File: src/rtl/xcvr_pkg.sv
package xcvr_pkg;
  localparam int unsigned DEF_N_SEC = 2;
  localparam int unsigned DEF_SEC_W = 8;

  typedef struct packed {
    logic en_n;
    logic le_n;
    logic oe_n;
  } dir_ctrl_t;
endpackage

File: src/rtl/xcvr_keeper.sv
module xcvr_keeper #(
  parameter int unsigned W = 8
) (
  input  logic         clk,
  input  logic         rst_n,
  input  logic [W-1:0] ext_val,
  input  logic [W-1:0] ext_drv,
  input  logic [W-1:0] own_val,
  input  logic         own_drv,
  output logic [W-1:0] pin
);
  logic [W-1:0] held_q;

  always_comb begin
    for (int i = 0; i < W; i++) begin
      if (own_drv)         pin[i] = own_val[i];
      else if (ext_drv[i]) pin[i] = ext_val[i];
      else                 pin[i] = held_q[i];
    end
  end

  always_ff @(posedge clk or negedge rst_n) begin
    if (!rst_n) held_q <= '0;
    else        held_q <= pin;
  end
endmodule

File: src/rtl/xcvr_latch_dir.sv
module xcvr_latch_dir
  import xcvr_pkg::*;
#(
  parameter int unsigned W = 8
) (
  input  logic         clk,
  input  logic         rst_n,
  input  dir_ctrl_t    ctrl,
  input  logic [W-1:0] src,
  output logic [W-1:0] q,
  output logic         drive
);
  logic open_now;
  logic open_q;
  logic [W-1:0] bank_q;

  // transparent now, or was transparent last edge (closing edge of LE or E)
  assign open_now = !ctrl.en_n && !ctrl.le_n;

  always_ff @(posedge clk or negedge rst_n) begin
    if (!rst_n) begin
      open_q <= 1'b0;
      bank_q <= '0;
    end else begin
      open_q <= open_now;
      if (open_now || open_q) bank_q <= src;
    end
  end

  assign q     = bank_q;
  assign drive = !ctrl.en_n && !ctrl.oe_n;
endmodule

File: src/rtl/dual_latch_xcvr.sv
module dual_latch_xcvr
  import xcvr_pkg::*;
#(
  parameter int unsigned N_SEC = DEF_N_SEC,
  parameter int unsigned SEC_W = DEF_SEC_W
) (
  input  logic                   clk,
  input  logic                   rst_n,
  input  logic [N_SEC*SEC_W-1:0] a_in,
  input  logic [N_SEC*SEC_W-1:0] a_drv,
  input  logic [N_SEC*SEC_W-1:0] b_in,
  input  logic [N_SEC*SEC_W-1:0] b_drv,
  input  logic [N_SEC-1:0]       en_ab_n,
  input  logic [N_SEC-1:0]       le_ab_n,
  input  logic [N_SEC-1:0]       oe_ab_n,
  input  logic [N_SEC-1:0]       en_ba_n,
  input  logic [N_SEC-1:0]       le_ba_n,
  input  logic [N_SEC-1:0]       oe_ba_n,
  output logic [N_SEC*SEC_W-1:0] a_out,
  output logic [N_SEC*SEC_W-1:0] a_oe,
  output logic [N_SEC*SEC_W-1:0] b_out,
  output logic [N_SEC*SEC_W-1:0] b_oe
);
  localparam int unsigned TOT_W = N_SEC * SEC_W;

  logic [TOT_W-1:0] a_pin;
  logic [TOT_W-1:0] b_pin;

  for (genvar s = 0; s < N_SEC; s++) begin : g_sec
    dir_ctrl_t ctl_ab;
    dir_ctrl_t ctl_ba;
    logic      drv_ab;
    logic      drv_ba;
    logic [SEC_W-1:0] q_ab;
    logic [SEC_W-1:0] q_ba;

    assign ctl_ab = '{en_n: en_ab_n[s], le_n: le_ab_n[s], oe_n: oe_ab_n[s]};
    assign ctl_ba = '{en_n: en_ba_n[s], le_n: le_ba_n[s], oe_n: oe_ba_n[s]};

    xcvr_keeper #(.W(SEC_W)) u_keep_a (
      .clk(clk), .rst_n(rst_n),
      .ext_val(a_in[s*SEC_W +: SEC_W]), .ext_drv(a_drv[s*SEC_W +: SEC_W]),
      .own_val(q_ba), .own_drv(drv_ba),
      .pin(a_pin[s*SEC_W +: SEC_W])
    );

    xcvr_keeper #(.W(SEC_W)) u_keep_b (
      .clk(clk), .rst_n(rst_n),
      .ext_val(b_in[s*SEC_W +: SEC_W]), .ext_drv(b_drv[s*SEC_W +: SEC_W]),
      .own_val(q_ab), .own_drv(drv_ab),
      .pin(b_pin[s*SEC_W +: SEC_W])
    );

    xcvr_latch_dir #(.W(SEC_W)) u_ab (
      .clk(clk), .rst_n(rst_n), .ctrl(ctl_ab),
      .src(a_pin[s*SEC_W +: SEC_W]), .q(q_ab), .drive(drv_ab)
    );

    xcvr_latch_dir #(.W(SEC_W)) u_ba (
      .clk(clk), .rst_n(rst_n), .ctrl(ctl_ba),
      .src(b_pin[s*SEC_W +: SEC_W]), .q(q_ba), .drive(drv_ba)
    );

    assign b_out[s*SEC_W +: SEC_W] = q_ab;
    assign a_out[s*SEC_W +: SEC_W] = q_ba;
    assign b_oe[s*SEC_W +: SEC_W]  = {SEC_W{drv_ab}};
    assign a_oe[s*SEC_W +: SEC_W]  = {SEC_W{drv_ba}};
  end
endmodule

File: config.mk
export PLATFORM = sky130hd
export DESIGN_NAME = dual_latch_xcvr
export DESIGN_NICKNAME = d
export VERILOG_FILES = /design/src/rtl/xcvr_pkg.sv /design/src/rtl/xcvr_keeper.sv /design/src/rtl/xcvr_latch_dir.sv /design/src/rtl/dual_latch_xcvr.sv
export SDC_FILE = /design/constraint.sdc
export NUM_CORES = 1
export LEC_CHECK = 0
export BUFFER_PORTS_ARGS = -buffer_cell sky130_fd_sc_hd__buf_2
export CORE_ASPECT_RATIO = 0.6
export CORE_MARGIN = 2
export CORE_UTILIZATION = 47
export DETAILED_ROUTE_END_ITERATION = 12
export MAX_ROUTING_LAYER = met4
export PLACE_DENSITY = 0.91
export SYNTH_ARGS = -nofsm -noshare
export SYNTH_HDL_FRONTEND = slang
export SYNTH_HIERARCHICAL = 1
export SYNTH_SLANG_ARGS = --single-unit
File: constraint.sdc
create_clock -name clk -period 1.9 [get_ports clk]
set_clock_uncertainty 0.05 [all_clocks]
set_input_delay 0.57 -clock clk [delete_from_list [all_inputs] [get_ports clk]]
set_output_delay 0.57 -clock clk [all_outputs]
set_load 0.05 [all_outputs]
## Word level (Yosys, flattened, before mapping)

Cells that the tools add are included.

| cells by class | value |
|---|---|
| order comparisons | 0 |
| eq/ne operators | 0 |
| $mul | 0 |
| divide/modulo/power cells | 0 |
| shift operators | 0 |
| add/sub/neg operators | 0 |
| mux-type cells | 64 |
| reductions and logical operators | 24 |
| bitwise gates (word level) | 0 |

Operator list:

| cell | number |
|---|---|
| 2-to-1 mux 1 bit | 64 |
| zero test 1 bit | 12 |
| logical AND 1 bit | 8 |
| logical OR 1 bit | 4 |

| word-level totals | value |
|---|---|
| memory bits (writable) | 0 |
| memories | 0 |
| output and inout port bits | 64 |
| input bits | 78 |
| register bits | 68 |
| ROM bits | 0 |
| latch bits | 0 |

## Logic depth before layout (Yosys ltp)

Gate-level depths: netlist (run 1).

| depth | value |
|---|---|
| word-level depth | 3 |
| depth in mapped cells | 5 |
| gate-level depth less buffers | 4 |

## Hierarchy

Netlist (run 1), hierarchy kept.

Modules (own cells, without submodules):

| module | area an instance (um2) | seq. area each (um2) | instances | cells each |
|---|---|---|---|---|
| xcvr_keeper | 361.6 | 200.2 | 4 | 33 |
| xcvr_latch_dir | 341.6 | 225.2 | 4 | 20 |
| dual_latch_xcvr | 240.2 | 0.0 | 1 | 32 |

## Worst setup path before layout (run 1)

No wires, ideal clock.

| path | value |
|---|---|
| path type | input-to-output |
| start | input oe_ba_n[0] |
| end | output a_oe[0] |
| data required time | 1.280 ns |
| path buffers | 1 |
| slack | -0.089 ns |
| stages | 2 |
| data arrival time | 1.369 ns |
| cells stage by stage | nor2_1 buf_4 |

| between the ends | value |
|---|---|
| word-level cells in the longest chain between the ends | 2 |

RTL lines:

| what | line | source |
|---|---|---|
| start: declaration | dual_latch_xcvr.sv:18 | `input logic [N_SEC-1:0] oe_ba_n,` |
| zero test 1 bit | xcvr_latch_dir.sv:31 | `assign drive = !ctrl.en_n && !ctrl.oe_n;` |
| logical AND 1 bit | xcvr_latch_dir.sv:31 |  |
| end: declaration | dual_latch_xcvr.sv:20 | `output logic [N_SEC*SEC_W-1:0] a_oe,` |

Every way passes these cells.

## Worst setup path after layout (run 1)

| path | value |
|---|---|
| start | input oe_ab_n[1] |
| end | output b_oe[10] |

| between the ends | value |
|---|---|
| word-level cells in the longest chain between the ends | 2 |

RTL lines:

| what | line | source |
|---|---|---|
| start: declaration | dual_latch_xcvr.sv:15 | `input logic [N_SEC-1:0] oe_ab_n,` |
| zero test 1 bit | xcvr_latch_dir.sv:31 |  |
| logical AND 1 bit | xcvr_latch_dir.sv:31 |  |
| end: declaration | dual_latch_xcvr.sv:22 | `output logic [N_SEC*SEC_W-1:0] b_oe` |

Every way passes these cells.

==> reports/qor.yml, run 1 <==
status:
  outcome: "finished, final reports clean"
worst_setup_path:
  crit_fanout: 24
  cpMaxStageDelayCell: "buf_2"
  r2r_end: "g_sec[1].u_ba/q[3]"
  r2r_setup_slack_ps: 770
  slowest_delay_ps: 280
  path_cells: "buf_2 -> nor2_2 -> buf_12 -> buf_2"
  crit_start: "oe_ab_n[1]"
  arrival_ps: 1260
  critPathCaptureType: "output pin"
  reg2reg_depth: 3
  cp-start-kind: "input pin"
  cp.required_ps: 1280
  path_common_cell: "buf_2"
  r2r-start: "g_sec[1].u_keep_b/held_q[3]"
  critPathKind: "in2out"
pwr:
  leakagePower_nw: 2.01
  total_power_mw: 4.53
  ir_drop_v: 0.000534
  power.density_nw_per_um2: 1160
layout:
  drive_gt1_frac: 0.548
  finalNetCount: 448
  antenna_cells: 0
  area_delta_synth_final_pct: 27.9
  design_area_sq_um: 3910
  layoutNonFillerInstCount: 458
routing:
  drc: 0
  vias_per_cell: 4.74
  routed_wl_mm: 6.39
  drt_iter0_drc: 67
  vias: 2173
  drtAntennaViolNets: 0
  dr.pass1.iters: 4
  post_drt_wl_per_cell_um: 14.0
logic_synthesis:
  yosysTopAreaCellShare: 0.557
  synthMostInstantiatedCell: "dfrtp_1"
  synth_nets: 322
  yosysSeqAreaShare: 0.557
  synthFlopType: "dfrtp_1"
  syn_inst: 244
  ys_async_sr_fraction: 1.00
  synth_seq_cells: 68
  synth_area_per_cell_sq_um: 12.5
  synthesis.area_sq_um: 3050
  synth_largest_area_cell: "dfrtp_1"
  yosys_warnings: 6
  synth_cell_type_count: 9
  synth_edf_count: 0
  synth.top_cells.by_area: "dfrtp_1, mux2_2, mux2i_1"
floorplanning:
  dieArea_sq_um: 7180
  initial_utilization: 0.493
  rows: 22
  coreArea_sq_um: 6190
  ioPinCount: 142
  die_y_um: 66.4
  die_x_um: 108
clock_network:
  clock_path_buffers: 2
  clock-sinks: 68
  postCtsSetupBuffers: 0
  cts_tree: "built"
  root_buffer: "clkbuf_8"
  holdBufCountCts: 0
  clkLatencyLatePin_ps: 330
  post_cts_resize_count: 2
  h-tree-depth: 3
  numCtsBuffers: 9
  path_clk_slew_ps: 70
global_routing:
  overflow: 0
  grt_pass1_wl_mm: 9.93
  grt_pass1_vias: 2133
  grt_usage: 0.190
  antenna_found_initial: 0
  grt_max_degree: 69
worst_hold_path:
  hold_path.class: "in2async"
sta:
  final.min_clock_period_ps: 1880
  fmax_mhz: 531
  fin_crit_sh: 0.990
  slew_headroom: 0.766
  finalHoldViolCount: 0
  slew_violations: 0
  finalSetupViolCount: 0
  tightest_slew_ps: 350
  rsz0062_at_grt: "true"
flow_run:
  drv_cap: 0
placed_design:
  hpwl_mm: 4.74
  place_congestion: 0.782
  place_inst: 443
  portBuffers: 141
  dpl_cell_area_sq_um: 3690
## per-layer routing
layer / share of wire / global-route usage / vias to the layer above
met2: 0.46 / 0.282 / 64
met1: 0.47 / 0.251 / 1031
met5: 0 / - / -
met4: 0.012 / 0.0769 / 0
li1: - / - / 1070
met3: 0.055 / 0.0502 / 8
## worst max-delay path by stage
stage,cells after the start,to
3_3_place_gp,3,b_oe[5]
4_1_cts,3,b_oe[0]
6_report,4,b_oe[10]
3_5_place_dp,3,b_oe[0]
2_1_floorplan,2,a_oe[0]
5_1_grt,4,b_oe[11]
## final cells by class
| cell class | instances | area (sq um) |
|---|---|---|
| Fill cell | 536 | 2290 |
| Sequential cell | 68 | 1700 |
| Multi-Input combinational cell | 140 | 1090 |
| Timing Repair Buffer | 151 | 821 |
| Clock buffer | 11 | 141 |
| Tap cell | 84 | 105 |
| Clock inverter | 4 | 50.0 |
## registers in the layout (all words and copies together), names as in the netlist
signal and flops:
g_sec.u_ab/open_q 2, g_sec.u_ab/q 16, g_sec.u_ba/open_q 2, g_sec.u_ba/q 16, g_sec.u_keep_a/held_q 16, g_sec.u_keep_b/held_q 16
## worst max-delay path, delay by kind of cell
kind / cells / cell delay, ps
AND/OR/NAND/NOR: 1 / 140
buffers and inverters: 3 / 540
## power by group
group	internal (mW)	switching, mW
Sequential	1.73	0.164
Combinational	0.439	1.05
Clock	0.633	0.520
## layout by cell type (no fill, tap or decap), drive strengths merged
cell type  instances
dfrtp             68
clkbuf            15
mux2i             32
nor2               8
mux2              32
o21bai             4
clkinv             1
bufinv             1
clkinvlp           2
nand2             32
o21ai             32
buf              147
## metrics by stage
| stage | hold slack [ps] | worst slack [ps] | TNS [ps] | util |
|---|---|---|---|---|
| floorplan | 224 | 115 | 0 | - |
| global placement | 465 | -10.4 | -75.4 | 0.596 |
| detailed placement | 472 | -57.3 | -403 | 0.596 |
| CTS | 214 | -57.3 | -457 | 0.627 |
| global route | 217 | -13.5 | -147 | 0.631 |
| finish | 209 | 18.4 | 0 | 0.631 |
## cells by family (layout without fill, tap and decap cells)
family,after synthesis,in the layout,share of synthesized area
flip-flops,68,68,0.557
buffers and inverters,36,166,0.0934
multiplexers,64,64,0.223
AND/OR/NAND/NOR,40,40,0.0492
AO/OA/AOI/OAI,36,36,0.0770
Power figures use the tool's default switching activity.
==> inputs of run 2 (changes only) <==
ABC_CLOCK_PERIOD_IN_PS = 1900   (was default)
CORE_UTILIZATION = 45   (was 47)
CTS_CLUSTER_SIZE = 10   (was default)
PLACE_DENSITY = 0.88   (was 0.91)
==> reports/qor.yml, run 2 (synthesis results as in run 1) <==
status:
  outcome: "finished, final reports clean"
routing:
  highest_layer: "met4"
  dr.pass1.iters: 6
  vias: 2188
  drc: 0
  drt-met1-wl_mm: 2.99
  routed_wl_mm: 6.58
  vias_per_cell: 4.74
  routed-wl-met3_um: 378
  drt_iter0_drc: 72
  wl_met2_mm: 3.13
  post_drt_wl_per_cell_um: 14.2
  drtAntennaViolNets: 0
global_routing:
  overflow: 0
  antenna_found_initial: 0
  grt_usage: 0.192
  grt_pass1_vias: 2153
  grt_pass1_wl_mm: 10.3
  grt_max_degree: 69
pwr:
  leakagePower_nw: 2.06
  ir_drop_v: 0.000661
  power.density_nw_per_um2: 1210
  total_power_mw: 4.83
layout:
  finalNetCount: 450
  area_delta_synth_final_pct: 30.9
  design_area_sq_um: 4000
  layoutNonFillerInstCount: 462
  drive_gt1_frac: 0.549
  antenna_cells: 0
  utilization: 0.604
  seq_area_sq_um: 1700
  final_cell_mix: "buf_2, dfrtp_1"
  n_fill_cell: 556
  multi_input_area_sq_um: 1100
  final_common_cell: "buf_2"
sta:
  timing.final.ws_setup_ps: 48.8
  finalSetupViolCount: 0
  fmax_mhz: 540
  slew_violations: 0
  final.min_clock_period_ps: 1850
  slew_headroom: 0.761
  tightest_slew_ps: 359
  final.setup.tns_ps: 0
  fin_crit_sh: 0.974
  rsz0062_at_grt: "false"
  finalHoldViolCount: 0
  hold_ws_ps: 207
clock_network:
  numCtsBuffers: 9
  postCtsSetupBuffers: 0
  clock_path_buffers: 2
  clock-sinks: 68
  clkLatencyLatePin_ps: 320
  path_clk_slew_ps: 50
  post_cts_resize_count: 10
  cts_tree: "built"
  holdBufCountCts: 0
  h-tree-depth: 3
  root_buffer: "clkbuf_16"
worst_setup_path:
  cp.required_ps: 1280
  crit_fanout: 9
  cp-start-kind: "input pin"
  arrival_ps: 1230
  r2r_setup_slack_ps: 820
  crit_start: "oe_ba_n[1]"
  path_cells: "buf_2 -> nor2_4 -> buf_2"
  path_common_cell: "buf_2"
  critPathCaptureType: "output pin"
  r2r_end: "g_sec[1].u_ba/q[4]"
  cpMaxStageDelayCell: "buf_2"
  crit_end: "a_oe[11]"
  r2r-start: "g_sec[1].u_ba/open_q"
  slowest_delay_ps: 310
  reg2reg_depth: 2
  worstSetupPathDepth: 3
  critical_path_buf_inv_count: 2
  critPathKind: "in2out"
  cp_top_family: "buffers and inverters"
floorplanning:
  initial_utilization: 0.461
  coreArea_sq_um: 6620
  rows: 23
  ioPinCount: 142
  die_x_um: 110
  die_y_um: 67.8
  dieArea_sq_um: 7480
placed_design:
  pre_cts_slack_ps: -48.2
  place_inst: 448
  hpwl_mm: 5.03
  portBuffers: 141
  dpl_cell_area_sq_um: 3690
  place_congestion: 0.724
flow_run:
  drv_cap: 0
worst_hold_path:
  hold_path.class: "in2async"
run 2: layout make-up:
cell class,count,area share
sequential,68,0.426
multi-input combinational,140,0.274
timing repair buffer,153,0.208
clock buffer,11,0.0607
tap,87,0.0272
clock inverter,3,0.00376
run 2: per-layer routing:
layer  track usage  vias to the layer above
met2         0.294                       72
met1         0.254                     1036
met5             -                        -
li1              -                     1073
met4        0.0609                        0
met3        0.0492                        7
run 2: where the power goes:
part | internal, mW | total (mW) | switching, mW
clock network | 0.895 | 1.43 | 0.538
logic | 0.443 | 1.50 | 1.06
registers | 1.73 | 1.89 | 0.164
total | 3.07 | 4.83 | 1.76
run 2: worst reg2reg max path, delay by kind of cell (launching register included):
kind / cells / cell delay, ps
AO/OA/AOI/OAI: 1 / 200
flip-flops: 1 / 330
multiplexers: 1 / 390
run 2: worst min path at each step:
stage                  startpoint                     endpoint  slack (ps)  depth (start not counted)
3_3_place_gp   g_sec[0].u_ba/q[3]  g_sec[0].u_keep_a/held_q[3]         460                          2
2_1_floorplan               rst_n         g_sec[0].u_ab/open_q         220                          0
5_1_grt                     rst_n           g_sec[0].u_ab/q[7]         250                          2
4_1_cts                     rst_n  g_sec[0].u_keep_a/held_q[2]         230                          2
6_report                    rst_n  g_sec[0].u_keep_a/held_q[2]         210                          2
3_5_place_dp   g_sec[1].u_ab/q[2]           g_sec[1].u_ab/q[2]         470                          1
==> inputs of run 3 (changes only) <==
ABC_CLOCK_PERIOD_IN_PS = 1500   (was 1900)
CORE_UTILIZATION = 42   (was 45)
PLACE_DENSITY = 0.86   (was 0.88)
clock period = 1.5 ns   (was 1.9 ns; I/O delays follow)
==> reports/qor.yml, run 3 (synthesis results as in run 1) <==
worst_setup_path:
  r2r_end: "g_sec[1].u_ba/q[1]"
  r2r_setup_slack_ps: 380
  arrival_ps: 1020
  crit_fanout: 5
  r2r-start: "g_sec[1].u_ba/open_q"
  cp.required_ps: 1000
  critPathCaptureType: "output pin"
  cp-start-kind: "input pin"
  critPathKind: "in2out"
  reg2reg_depth: 3
worst_hold_path:
  hold_path.class: "in2async"
floorplanning:
  rows: 24
  dieArea_sq_um: 7990
  ioPinCount: 142
  die_y_um: 70.0
  initial_utilization: 0.427
  die_x_um: 114
  coreArea_sq_um: 7150
clock_network:
  clock-sinks: 68
  clkLatencyLatePin_ps: 310
  numCtsBuffers: 9
  path_clk_slew_ps: 50
  cts_tree: "built"
  root_buffer: "clkbuf_16"
  h-tree-depth: 3
  holdBufCountCts: 0
  clock_path_buffers: 2
routing:
  routed_wl_mm: 7.01
  drtAntennaViolNets: 0
  vias_per_cell: 4.82
  vias: 2330
  drt_iter0_drc: 102
  post_drt_wl_per_cell_um: 14.5
  drc: 0
  dr.pass1.iters: 4
placed_design:
  place_inst: 457
  hpwl_mm: 5.00
  pre_cts_slack_ps: -97.9
  dpl_cell_area_sq_um: 3790
  place_congestion: 0.766
  portBuffers: 141
layout:
  utilization: 0.618
  drive_gt1_frac: 0.569
  area_delta_synth_final_pct: 44.7
  design_area_sq_um: 4420
  finalNetCount: 466
  final_cell_mix: "buf_2, dfrtp_1"
  antenna_cells: 0
  layoutNonFillerInstCount: 483
  final_common_cell: "buf_2"
  n_fill_cell: 572
pwr:
  ir_drop_v: 0.000584
  power.density_nw_per_um2: 1420
  leakagePower_nw: 2.20
sta:
  finalSetupViolCount: 7
  tightest_slew_ps: 355
  fin_crit_sh: 1.01
  slew_headroom: 0.763
  rsz0062_at_grt: "true"
  finalHoldViolCount: 0
  fmax_mhz: 658
  slew_violations: 0
  final.min_clock_period_ps: 1520
  timing.final.ws_setup_ps: -19.4
  final.setup.tns_ps: -81.4
global_routing:
  antenna_found_initial: 0
  overflow: 0
  grt_pass1_wl_mm: 11.1
  grt_max_degree: 69
  grt_pass1_vias: 2391
  grt_usage: 0.184
status:
  violations: "negative setup slack"
  outcome: "finished with violations"
flow_run:
  drv_cap: 0
## run 3: cell count changes in the layout (fill, tap and decap cells not counted)
| cell | delta |
|---|---|
| buf_8 | +9 |
| buf_2 | -42 |
| nor2_4 | +2 |
| clkbuf_4 | +15 |
| clkbuf_8 | -1 |
| buf_6 | +20 |
| clkinvlp_4 | +2 |
| buf_12 | +3 |
| buf_4 | +9 |
## run 3: metrics by stage
step           total power, mW  hold slack [ps]
6_report                  6.29              102
5_1_grt                   6.60              120
4_1_cts                   6.27              112
3_5_place_dp              4.37              450
3_3_place_gp              4.32              439
2_1_floorplan             3.80              104
## run 3: final cells by class
class                   count  area (sq um)  area share
clock buffers              10           229      0.0518
clock inverters             5          30.0     0.00680
multi-input cells         142          1120       0.253
flip-flops and latches     68          1700       0.385
well taps                  91           114      0.0258
repair buffers            167          1220       0.277
## run 3: worst max path at each step
stage	start	end	slack, ps	depth (start not counted)
finish	oe_ba_n[1]	a_oe[14]	-20	3
global route	en_ab_n[1]	b_oe[9]	-40	4
CTS	en_ab_n[1]	b_oe[10]	-50	3
detailed placement	oe_ba_n[0]	g_sec[0].u_ab/q[6]	-100	5
global placement	oe_ba_n[0]	g_sec[0].u_ab/q[5]	-60	5
floorplan	oe_ba_n[0]	a_oe[0]	90	2
## run 3: worst max-delay path: stages
cell and delay (ps):
buf_8 110, nor2_4 250, buf_6 210
## run 3: power by group
| part | total [mW] | internal [mW] | switching (mW) | leakage (nW) |
|---|---|---|---|---|
| combinational | 2.09 | 0.724 | 1.36 | 1.25 |
| clock | 1.80 | 1.10 | 0.698 | 0.124 |
| sequential | 2.40 | 2.19 | 0.213 | 0.830 |
## run 3: layer usage
metal | share of wire | GRT usage | up-vias | routed length (um)
met4 | 0.0036 | 0.0542 | 0 | 25
met1 | 0.44 | 0.228 | 1143 | 3080
met2 | 0.49 | 0.296 | 86 | 3430
met5 | 0 | - | - | 0
met3 | 0.068 | 0.0556 | 2 | 475
li1 | - | - | 1099 | -
## run 3: what timing repair did
item                                    CTS  global route
buffers inserted                          6             3
gates resized for setup                  53            51
gates cloned                              2             0
endpoints found under the setup margin   32            37
pin swaps                                 3             2
